==> src/rtl/exc_pkg.sv <==
package exc_pkg;

  localparam int NSLOT   = 8;
  localparam int SLOT_W  = 3;
  localparam int NBANK   = 5;
  localparam int BANK_IW = 3;

  localparam logic [SLOT_W-1:0] SLOT_RST  = 3'd0;
  localparam logic [SLOT_W-1:0] SLOT_UND  = 3'd1;
  localparam logic [SLOT_W-1:0] SLOT_SVC  = 3'd2;
  localparam logic [SLOT_W-1:0] SLOT_PABT = 3'd3;
  localparam logic [SLOT_W-1:0] SLOT_DABT = 3'd4;
  localparam logic [SLOT_W-1:0] SLOT_RSVD = 3'd5;
  localparam logic [SLOT_W-1:0] SLOT_IRQ  = 3'd6;
  localparam logic [SLOT_W-1:0] SLOT_FIQ  = 3'd7;

  localparam logic [4:0] MODE_USR = 5'b10000;
  localparam logic [4:0] MODE_FIQ = 5'b10001;
  localparam logic [4:0] MODE_IRQ = 5'b10010;
  localparam logic [4:0] MODE_SVC = 5'b10011;
  localparam logic [4:0] MODE_ABT = 5'b10111;
  localparam logic [4:0] MODE_UND = 5'b11011;

  localparam int PSR_T = 5;
  localparam int PSR_F = 6;
  localparam int PSR_I = 7;

  // highest priority first
  localparam int NPRIO = 7;
  localparam logic [SLOT_W-1:0] PRIO_ORDER [NPRIO] = '{
    SLOT_RST, SLOT_DABT, SLOT_FIQ, SLOT_IRQ, SLOT_PABT, SLOT_UND, SLOT_SVC
  };

  function automatic logic [4:0] slot_mode(input logic [SLOT_W-1:0] s);
    case (s)
      SLOT_UND:             return MODE_UND;
      SLOT_PABT, SLOT_DABT: return MODE_ABT;
      SLOT_IRQ:             return MODE_IRQ;
      SLOT_FIQ:             return MODE_FIQ;
      default:              return MODE_SVC;
    endcase
  endfunction

  // {has_bank, index}
  function automatic logic [BANK_IW:0] mode_bank(input logic [4:0] m);
    case (m)
      MODE_FIQ: return {1'b1, 3'd0};
      MODE_IRQ: return {1'b1, 3'd1};
      MODE_SVC: return {1'b1, 3'd2};
      MODE_ABT: return {1'b1, 3'd3};
      MODE_UND: return {1'b1, 3'd4};
      default:  return {1'b0, 3'd0};
    endcase
  endfunction

endpackage

==> src/rtl/exc_prio_arb.sv <==
module exc_prio_arb
  import exc_pkg::*;
(
  input  logic [NSLOT-1:0]  req,
  output logic              hit,
  output logic [SLOT_W-1:0] slot
);

  always_comb begin
    hit  = 1'b0;
    slot = SLOT_RST;
    // walk from lowest priority up, so the highest active one wins
    for (int k = NPRIO - 1; k >= 0; k--) begin
      if (req[PRIO_ORDER[k]]) begin
        hit  = 1'b1;
        slot = PRIO_ORDER[k];
      end
    end
  end

endmodule

==> src/rtl/exc_psr_form.sv <==
module exc_psr_form
  import exc_pkg::*;
#(
  parameter int   PW    = 32,
  parameter logic VEC_T = 1'b0
) (
  input  logic [SLOT_W-1:0] slot,
  input  logic [PW-1:0]     cur,
  output logic [PW-1:0]     nxt
);

  always_comb begin
    nxt = cur;
    if (slot == SLOT_RST) begin
      nxt        = '0;
      nxt[PSR_F] = 1'b1;
    end
    if (slot == SLOT_FIQ) nxt[PSR_F] = 1'b1;
    nxt[4:0]   = slot_mode(slot);
    nxt[PSR_T] = VEC_T;
    nxt[PSR_I] = 1'b1;
  end

endmodule

==> src/rtl/exc_bank_file.sv <==
module exc_bank_file #(
  parameter int DW    = 64,
  parameter int DEPTH = 5,
  parameter int IW    = 3
) (
  input  logic          clk,
  input  logic          we,
  input  logic [IW-1:0] widx,
  input  logic [DW-1:0] wdata,
  input  logic [IW-1:0] ridx,
  output logic [DW-1:0] rdata
);

  logic [DW-1:0] mem [DEPTH];

  always_ff @(posedge clk) begin
    if (we) mem[widx] <= wdata;
  end

  assign rdata = mem[ridx];

endmodule

==> src/rtl/exc_entry_ctrl.sv <==
module exc_entry_ctrl
  import exc_pkg::*;
#(
  parameter int            AW       = 32,
  parameter int            PW       = 32,
  parameter logic [AW-1:0] VEC_BASE = '0,
  parameter logic          VEC_T    = 1'b0
) (
  input  logic              clk,
  input  logic              rst,
  input  logic              req_rst,
  input  logic              req_und,
  input  logic              req_svc,
  input  logic              req_pabt,
  input  logic              req_dabt,
  input  logic              req_irq,
  input  logic              req_fiq,
  input  logic              ret_cmd,
  input  logic [AW-1:0]     cur_pc,
  input  logic [PW-1:0]     cur_psr,
  output logic              out_valid,
  output logic              out_ret,
  output logic [SLOT_W-1:0] out_slot,
  output logic [AW-1:0]     out_pc,
  output logic [PW-1:0]     out_psr,
  output logic              bank_we,
  output logic [4:0]        bank_mode,
  output logic [PW-1:0]     bank_psr,
  output logic [AW-1:0]     bank_lr
);

  localparam int BDW = PW + AW;

  logic [NSLOT-1:0]  req_vec;
  logic              hit;
  logic [SLOT_W-1:0] slot;
  logic [PW-1:0]     nxt_psr;
  logic [4:0]        tgt_mode;
  logic [BANK_IW:0]  wr_sel, rd_sel;
  logic              wr_en, do_ret;
  logic [BDW-1:0]    rd_word;
  logic [AW-1:0]     vec_pc;

  always_comb begin
    req_vec            = '0;
    req_vec[SLOT_RST]  = req_rst;
    req_vec[SLOT_UND]  = req_und;
    req_vec[SLOT_SVC]  = req_svc;
    req_vec[SLOT_PABT] = req_pabt;
    req_vec[SLOT_DABT] = req_dabt;
    req_vec[SLOT_RSVD] = 1'b0;
    req_vec[SLOT_IRQ]  = req_irq & ~cur_psr[PSR_I];
    req_vec[SLOT_FIQ]  = req_fiq & ~cur_psr[PSR_F];
  end

  exc_prio_arb u_arb (
    .req  (req_vec),
    .hit  (hit),
    .slot (slot)
  );

  exc_psr_form #(.PW(PW), .VEC_T(VEC_T)) u_form (
    .slot (slot),
    .cur  (cur_psr),
    .nxt  (nxt_psr)
  );

  assign tgt_mode = slot_mode(slot);
  assign wr_sel   = mode_bank(tgt_mode);
  assign rd_sel   = mode_bank(cur_psr[4:0]);
  assign wr_en    = hit && (slot != SLOT_RST);
  assign do_ret   = !hit && ret_cmd && rd_sel[BANK_IW];
  assign vec_pc   = VEC_BASE + AW'({slot, 2'b00});

  exc_bank_file #(.DW(BDW), .DEPTH(NBANK), .IW(BANK_IW)) u_bank (
    .clk   (clk),
    .we    (wr_en),
    .widx  (wr_sel[BANK_IW-1:0]),
    .wdata ({cur_psr, cur_pc}),
    .ridx  (rd_sel[BANK_IW-1:0]),
    .rdata (rd_word)
  );

  always_ff @(posedge clk) begin
    if (rst) begin
      out_valid <= 1'b0;
      out_ret   <= 1'b0;
      out_slot  <= '0;
      out_pc    <= '0;
      out_psr   <= '0;
      bank_we   <= 1'b0;
      bank_mode <= '0;
      bank_psr  <= '0;
      bank_lr   <= '0;
    end else begin
      out_valid <= hit || do_ret;
      out_ret   <= do_ret;
      bank_we   <= wr_en;
      if (hit) begin
        out_slot  <= slot;
        out_pc    <= vec_pc;
        out_psr   <= nxt_psr;
        bank_mode <= tgt_mode;
        bank_psr  <= cur_psr;
        bank_lr   <= cur_pc;
      end else if (do_ret) begin
        out_slot <= '0;
        out_pc   <= rd_word[AW-1:0];
        out_psr  <= rd_word[BDW-1:AW];
      end
    end
  end

endmodule

==> config.mk <==
export PLATFORM = sky130hd
export DESIGN_NAME = exc_entry_ctrl
export DESIGN_NICKNAME = d
export VERILOG_FILES = /design/src/rtl/exc_pkg.sv /design/src/rtl/exc_prio_arb.sv /design/src/rtl/exc_psr_form.sv /design/src/rtl/exc_bank_file.sv /design/src/rtl/exc_entry_ctrl.sv
export SDC_FILE = /design/constraint.sdc
export NUM_CORES = 1
export LEC_CHECK = 0
export ABC_CLOCK_PERIOD_IN_PS = 31100
export BUFFER_PORTS_ARGS = -buffer_cell sky130_fd_sc_hd__buf_2
export CAP_MARGIN = 20
export CELL_PAD_IN_SITES_DETAIL_PLACEMENT = 1
export CELL_PAD_IN_SITES_GLOBAL_PLACEMENT = 2
export CORE_MARGIN = 2
export CORE_UTILIZATION = 35
export CTS_CLUSTER_SIZE = 20
export DETAILED_ROUTE_END_ITERATION = 6
export GPL_ROUTABILITY_DRIVEN = 0
export GPL_TIMING_DRIVEN = 0
export PLACE_DENSITY = 0.78
export SLEW_MARGIN = 20
export SYNTH_ARGS = -nofsm -noshare
export SYNTH_HDL_FRONTEND = slang
export SYNTH_SLANG_ARGS = --single-unit
==> constraint.sdc <==
create_clock -name clk -period 31.1 [get_ports clk]
set_input_delay 6.22 -clock clk [delete_from_list [all_inputs] [get_ports clk]]
set_output_delay 6.22 -clock clk [all_outputs]
set_load 0.02 [all_outputs]
==> results.sh, run 1 <==
export IMPL_ir_drop_uv=43.5
export IMPL_cts_buffer_depth=3
export IMPL_die_w_um=225
export IMPL_end_kind="flip-flop"
export IMPL_antenna_found_initial=10
export IMPL_syn_area_per_cell_um2=12.5
export IMPL_grt_pass1_vias=12800
export IMPL_initial_core_util_pct=35.6
export IMPL_fp_coreArea_mm2=0.0479
export IMPL_cp_required_ps=31400
export IMPL_slew_headroom_pct=30.0
export IMPL_drtIter0Drc=830
export IMPL_via_per_inst=5.20
export IMPL_max_cap_viol_count=0
export IMPL_io_buffers=212
export IMPL_path_cells="buf_2 > nand2b_1 > a21oi_1 > nor4b_2 > buf_4 > buf_4 > buf_4 > buf_2 > buf_2"
export IMPL_wire_per_inst_um=23.2
export IMPL_ys_warn_count=0
export IMPL_critPathKind="in -> reg"
export IMPL_cts_tree="done"
export IMPL_grt_usage_pct=21.5
export IMPL_multi_input_area_mm2=0.00430
export IMPL_power_mw=1.41
export IMPL_rsz0062_at_grt="false"
export IMPL_vias=12200
export IMPL_grt_pass1_wl_mm=80.5
export IMPL_wl_mm=54.2
export IMPL_die_h_um=225
export IMPL_setup_violations=0
export IMPL_row_count=80
export IMPL_crit_fanout=7
export IMPL_tightest_slew_ps=1040
export IMPL_grt_max_degree=21
export IMPL_synthArstFlopShare_pct=0
export IMPL_ioPinCount=213
export IMPL_worstSetupStartpointType="input pin"
export IMPL_insertion_delay_ps=600
export IMPL_finalClockSkew_ps=24.3
export IMPL_clock_sinks=459
export IMPL_dr_pass1_iters=5
export IMPL_path_buf_inv=6
export IMPL_setup_tns_final_ps=0
export IMPL_fin_ws_ps=22730
export IMPL_post_route_drc_count=0
export IMPL_synth_area_mm2=0.0171
export IMPL_post_cts_buffers=0
export IMPL_synth_edff_count=320
export IMPL_numCtsBuffers=50
export IMPL_overflow=0
export IMPL_cp_top_family="buffers and inverters"
export IMPL_slew_viol_final=0
export IMPL_area_delta_synth_final_pct=24.2
export IMPL_status="finished, final reports clean"
export IMPL_min_from="bank_lr[8]"
export IMPL_synth_nets=1444
export IMPL_dieArea_mm2=0.0506
export IMPL_critPathLaunch="cur_psr[7]"
export IMPL_slowest_delay_ps=570
export IMPL_ys_seq_area_share_pct=72.5
export IMPL_arrival_ps=8670
export IMPL_cts_hold_buf=0
export IMPL_hold_viol_final=0
export IMPL_fmax_ghz=0.120
export IMPL_hold_path_class="reg -> reg"
export IMPL_ant_nets=0
export IMPL_synth_cells=1370
export IMPL_power_density_mw_per_mm2=66.4
export IMPL_fin_crit_ps=8370
export IMPL_clk_pin_slew_ps=60
export IMPL_slowest_stage="nor4b_2"
export IMPL_leakage_nw=8.14
export IMPL_num_nets_final=1748
export IMPL_seqCellArea_mm2=0.0124
export IMPL_drive_above_1_share_pct=24.1
export IMPL_pre_cts_ws_ps=22080
export IMPL_r2r_start="u_bank.mem[2][47]"
export IMPL_synth_flop_cell="edfxtp_1"
export IMPL_nFillCells=5088
export IMPL_cts_root_buf="clkbuf_16"
export IMPL_synth_distinct_cells=49
export IMPL_finalCritPeriodShare_pct=26.9
export IMPL_ys_seq_elements=459
export IMPL_cts_resized_gates=0
export IMPL_dpl_hpwl_mm=37.0
export IMPL_htree_levels=2
==> cell type report <==
| cell class | count | area share, % |
|---|---|---|
| buffer | 94 | 2.03 |
| multi-input combinational | 815 | 20.3 |
| sequential | 459 | 58.4 |
| inverter | 2 | 0.0354 |
| antenna | 8 | 0.0944 |
| tap | 615 | 3.63 |
| clock inverter | 25 | 1.64 |
| clock buffer | 69 | 6.81 |
| timing repair buffer | 252 | 7.08 |
==> logic make-up (layout without fill, tap and decap cells) <==
kind of cell    count (synthesis)  count (layout)  synth area share, %
flops                         459             459                 72.5
compound gates                244             244                 8.96
buf+inv                        96             442                 2.56
mux                            29              29                 1.90
xor+xnor                        1               1               0.0513
simple gates                  541             541                 14.0
other cells                     0               8                    0
==> placed cells by master, fill, tap and decap left out, drive strengths merged, types with 16 or more instances in the layout <==
| cell type | n |
|---|---|
| a21oi | 80 |
| a221o | 26 |
| a31oi | 63 |
| and2 | 25 |
| buf | 293 |
| clkbuf | 122 |
| dfxtp | 139 |
| edfxtp | 320 |
| mux2 | 27 |
| nand2 | 362 |
| nand3 | 103 |
| nor2 | 16 |
| o21ai | 35 |
| o22ai | 26 |
==> power by group <==
part | leakage, nW | internal (mW) | switching, mW
sequential | 4.07 | 0.679 | 0.00809
clock | 0.869 | 0.391 | 0.246
combinational | 3.19 | 0.0270 | 0.0580
==> through the flow <==
step	hold WS [ps]	instance area [µm²]	util, %	instances
detailed placement	443	19400	40.5	2237
CTS	452	21200	44.2	2331
floorplan	509	17100	-	1370
global placement	434	18900	39.5	2197
finish	448	21200	44.2	2339
global route	473	21200	44.2	2336
==> synthesized netlist by cell type, types with 2 or more instances <==
cell type / instances / area (µm²)
a31oi_1: 63 / 394
mux2_2: 27 / 304
nor2_1: 16 / 60.1
a21oi_1: 80 / 400
clkbuf_1: 53 / 199
and2_1: 25 / 156
mux2i_1: 2 / 20.0
o22ai_1: 26 / 163
nor3_1: 5 / 25.0
o21ai_0: 4 / 20.0
nand2b_1: 2 / 12.5
nor3_4: 3 / 48.8
nor3b_2: 3 / 37.5
o2111ai_1: 4 / 35.0
o31ai_1: 2 / 15.0
nand3_1: 103 / 515
o21ai_1: 31 / 155
dfxtp_1: 139 / 2780
buf_6: 4 / 45.0
edfxtp_1: 320 / 9610
nor3_2: 2 / 20.0
or2_1: 3 / 18.8
inv_1: 2 / 7.51
buf_2: 35 / 175
nand4_1: 6 / 37.5
nand2_1: 362 / 1360
a221o_1: 26 / 260
==> registers in the layout (all words and copies together) (netlist names) <==
signal      cells
bank_psr       32
out_psr        32
out_pc         32
u_bank.mem    320
out_valid       1
out_slot        3
bank_lr        32
bank_we         1
out_ret         1
bank_mode       5
==> layer usage <==
layer	up-vias	GRT usage [%]	share of wire (%)
met5	-	0	0.037
met4	4	7.33	2.7
met3	87	4.54	6.0
met2	319	35.4	48
met1	6127	28.2	43
li1	5624	-	-
==> tightest hold or removal path, cell delays in order (launching register included) <==
cell and delay, ps:
dfxtp_1 300, nand2_1 50, a21oi_1 50
==> path summary, 6_finish.rpt <==
| kind | slack (ps) | end | cells after the start |
|---|---|---|---|
| max | 22730 | u_bank.mem[4][11] | 9 |
| min | 450 | bank_lr[8] | 2 |
| max reg2reg | 29760 | out_psr[15] | 4 |
| min reg2reg | 450 | bank_lr[8] | 2 |
No activity file was read; power rests on OpenSTA's default activity.
==> run 2: changes to the inputs <==
--- a/config.mk
+++ b/config.mk
@@ -5,7 +5,7 @@
 export SDC_FILE = /design/constraint.sdc
 export NUM_CORES = 1
 export LEC_CHECK = 0
-export ABC_CLOCK_PERIOD_IN_PS = 31100
+export ABC_CLOCK_PERIOD_IN_PS = 7400
 export BUFFER_PORTS_ARGS = -buffer_cell sky130_fd_sc_hd__buf_2
 export CAP_MARGIN = 20
 export CELL_PAD_IN_SITES_DETAIL_PLACEMENT = 1
@@ -16,7 +16,7 @@
 export DETAILED_ROUTE_END_ITERATION = 6
 export GPL_ROUTABILITY_DRIVEN = 0
 export GPL_TIMING_DRIVEN = 0
-export PLACE_DENSITY = 0.78
+export PLACE_DENSITY = 0.81
 export SLEW_MARGIN = 20
 export SYNTH_ARGS = -nofsm -noshare
 export SYNTH_HDL_FRONTEND = slang
==> constraint.sdc (replaced) <==
create_clock -name clk -period 7.4 [get_ports clk]
set_input_delay 1.48 -clock clk [delete_from_list [all_inputs] [get_ports clk]]
set_output_delay 1.48 -clock clk [all_outputs]
set_load 0.02 [all_outputs]
==> run 2 against run 1 <==
Critical path depth did not move. Global-route usage fell by 0.27 points. Combinational power rose to 4.2 times the previous value. Utilization fell by 0.52 points.
==> results.sh, run 2 (same netlist as run 1, synthesis figures left out) <==
export IMPL_status="finished, final reports clean"
export IMPL_grt_pass1_vias=12800
export IMPL_antenna_found_initial=9
export IMPL_largest_register_ffs=320
export IMPL_initial_core_util_pct=35.6
export IMPL_grt_max_degree=22
export IMPL_cts_root_buf="clkbuf_16"
export IMPL_insertion_delay_ps=590
export IMPL_setup_violations=0
export IMPL_ir_drop_uv=163
export IMPL_slowest_delay_ps=680
export IMPL_power_density_mw_per_mm2=270
export IMPL_post_route_drc_count=0
export IMPL_cts_resized_gates=0
export IMPL_io_buffers=212
export IMPL_critPathKind="in -> reg"
export IMPL_largest_register="u_bank.mem"
export IMPL_hold_path_class="reg -> reg"
export IMPL_max_cap_viol_count=0
export IMPL_path_cells="buf_2 > nand2b_1 > nor3b_2 > or2_2 > nor4bb_4 > buf_6 > buf_8 > buf_6 > buf_6"
export IMPL_worstSetupStartpointType="input pin"
export IMPL_dpl_hpwl_mm=37.2
export IMPL_die_h_um=225
export IMPL_clk_pin_slew_ps=60
export IMPL_dp_cells=2229
export IMPL_final_core_util_pct=43.7
export IMPL_rsz0062_at_grt="false"
export IMPL_slew_viol_final=0
export IMPL_grt_usage_pct=21.2
export IMPL_path_buf_inv=5
export IMPL_cts_hold_buf=0
export IMPL_grt_pass1_wl_mm=79.9
export IMPL_path_common_cell="buf_6"
export IMPL_drtIter0Drc=761
export IMPL_multi_input_area_mm2=0.00431
export IMPL_layout_commonest_cell="nand2_1"
export IMPL_tightest_slew_ps=1020
export IMPL_dieArea_mm2=0.0506
export IMPL_cp_required_ps=7700
export IMPL_htree_levels=2
export IMPL_ant_nets=0
export IMPL_final_cell_mix="nand2_1 (362), edfxtp_1 (320), buf_2 (247)"
export IMPL_slowest_stage="nor4bb_4"
export IMPL_slew_headroom_pct=31.8
export IMPL_finalCritPeriodShare_pct=51.3
export IMPL_fin_crit_ps=3800
export IMPL_dr_pass1_iters=5
export IMPL_wl_mm=53.8
export IMPL_seqCellArea_mm2=0.0124
export IMPL_nFillCells=5097
export IMPL_arrival_ps=4100
export IMPL_wire_per_inst_um=23.1
export IMPL_cts_buffer_depth=3
export IMPL_overflow=0
export IMPL_num_nets_final=1740
export IMPL_area_delta_synth_final_pct=22.7
export IMPL_cts_tree="done"
export IMPL_end_kind="flip-flop"
export IMPL_hold_viol_final=0
export IMPL_fmax_ghz=0.263
export IMPL_die_w_um=225
export IMPL_cp_top_family="simple AND/OR/NAND/NOR gates"
export IMPL_fp_coreArea_mm2=0.0479
export IMPL_via_per_inst=5.25
export IMPL_row_count=80
export IMPL_ioPinCount=213
export IMPL_clock_sinks=459
export IMPL_numCtsBuffers=50
export IMPL_layoutNonFillerInstCount=2325
export IMPL_vias=12200
export IMPL_drive_above_1_share_pct=23.7
export IMPL_crit_fanout=9
export IMPL_finalClockSkew_ps=23.3
export IMPL_post_cts_buffers=0
export IMPL_leakage_nw=8.01
## run 2: metal layers
metal  wire length [µm]  track usage, %  vias up
met5                 38               0        -
met4               1710            7.18        6
met3               2630            4.02      106
met2              26100            35.4      288
met1              23300            27.8     6209
li1                   -               -     5594
## run 2: through the flow
step	area [µm²]	setup WS (ps)	setup TNS [ps]	hold WS (ps)	total power, mW
4_1_cts	21000	3590	0	454	5.71
3_5_place_dp	19400	2960	0	445	3.30
6_report	21000	3600	0	451	5.66
2_1_floorplan	17100	579	0	509	3.12
5_1_grt	21000	3470	0	471	5.84
3_3_place_gp	18900	-4930	-613720	435	3.28
## run 2: where the power goes
part / total (mW) / internal, mW / switching, mW
Combinational: 0.355 / 0.113 / 0.242
Clock: 2.42 / 1.40 / 1.01
Sequential: 2.89 / 2.85 / 0.0348
## run 2: area by class of cell
class,count,area share [%]
buffer,94,2.06
sequential,459,59.1
clock buffer,72,6.95
timing repair buffer,244,6.91
clock inverter,20,0.674
tap,615,3.67
antenna,4,0.0477
multi-input combinational,815,20.5
inverter,2,0.0358
## run 2: final timing paths
check / start / to / slack (ps) / cells past startpoint
max reg2reg: u_bank.mem[3][60] / out_psr[28] / 6090 / 4
min reg2reg: bank_lr[8] / bank_lr[8] / 450 / 2
max: cur_psr[7] / u_bank.mem[2][50] / 3600 / 9
min: bank_lr[8] / bank_lr[8] / 450 / 2
## run 2: worst register-to-register path: cells and delay by family (launching register included)
kind / cells / cell delay, ps
compound gates: 3 / 550
flops: 1 / 370
mux: 1 / 270
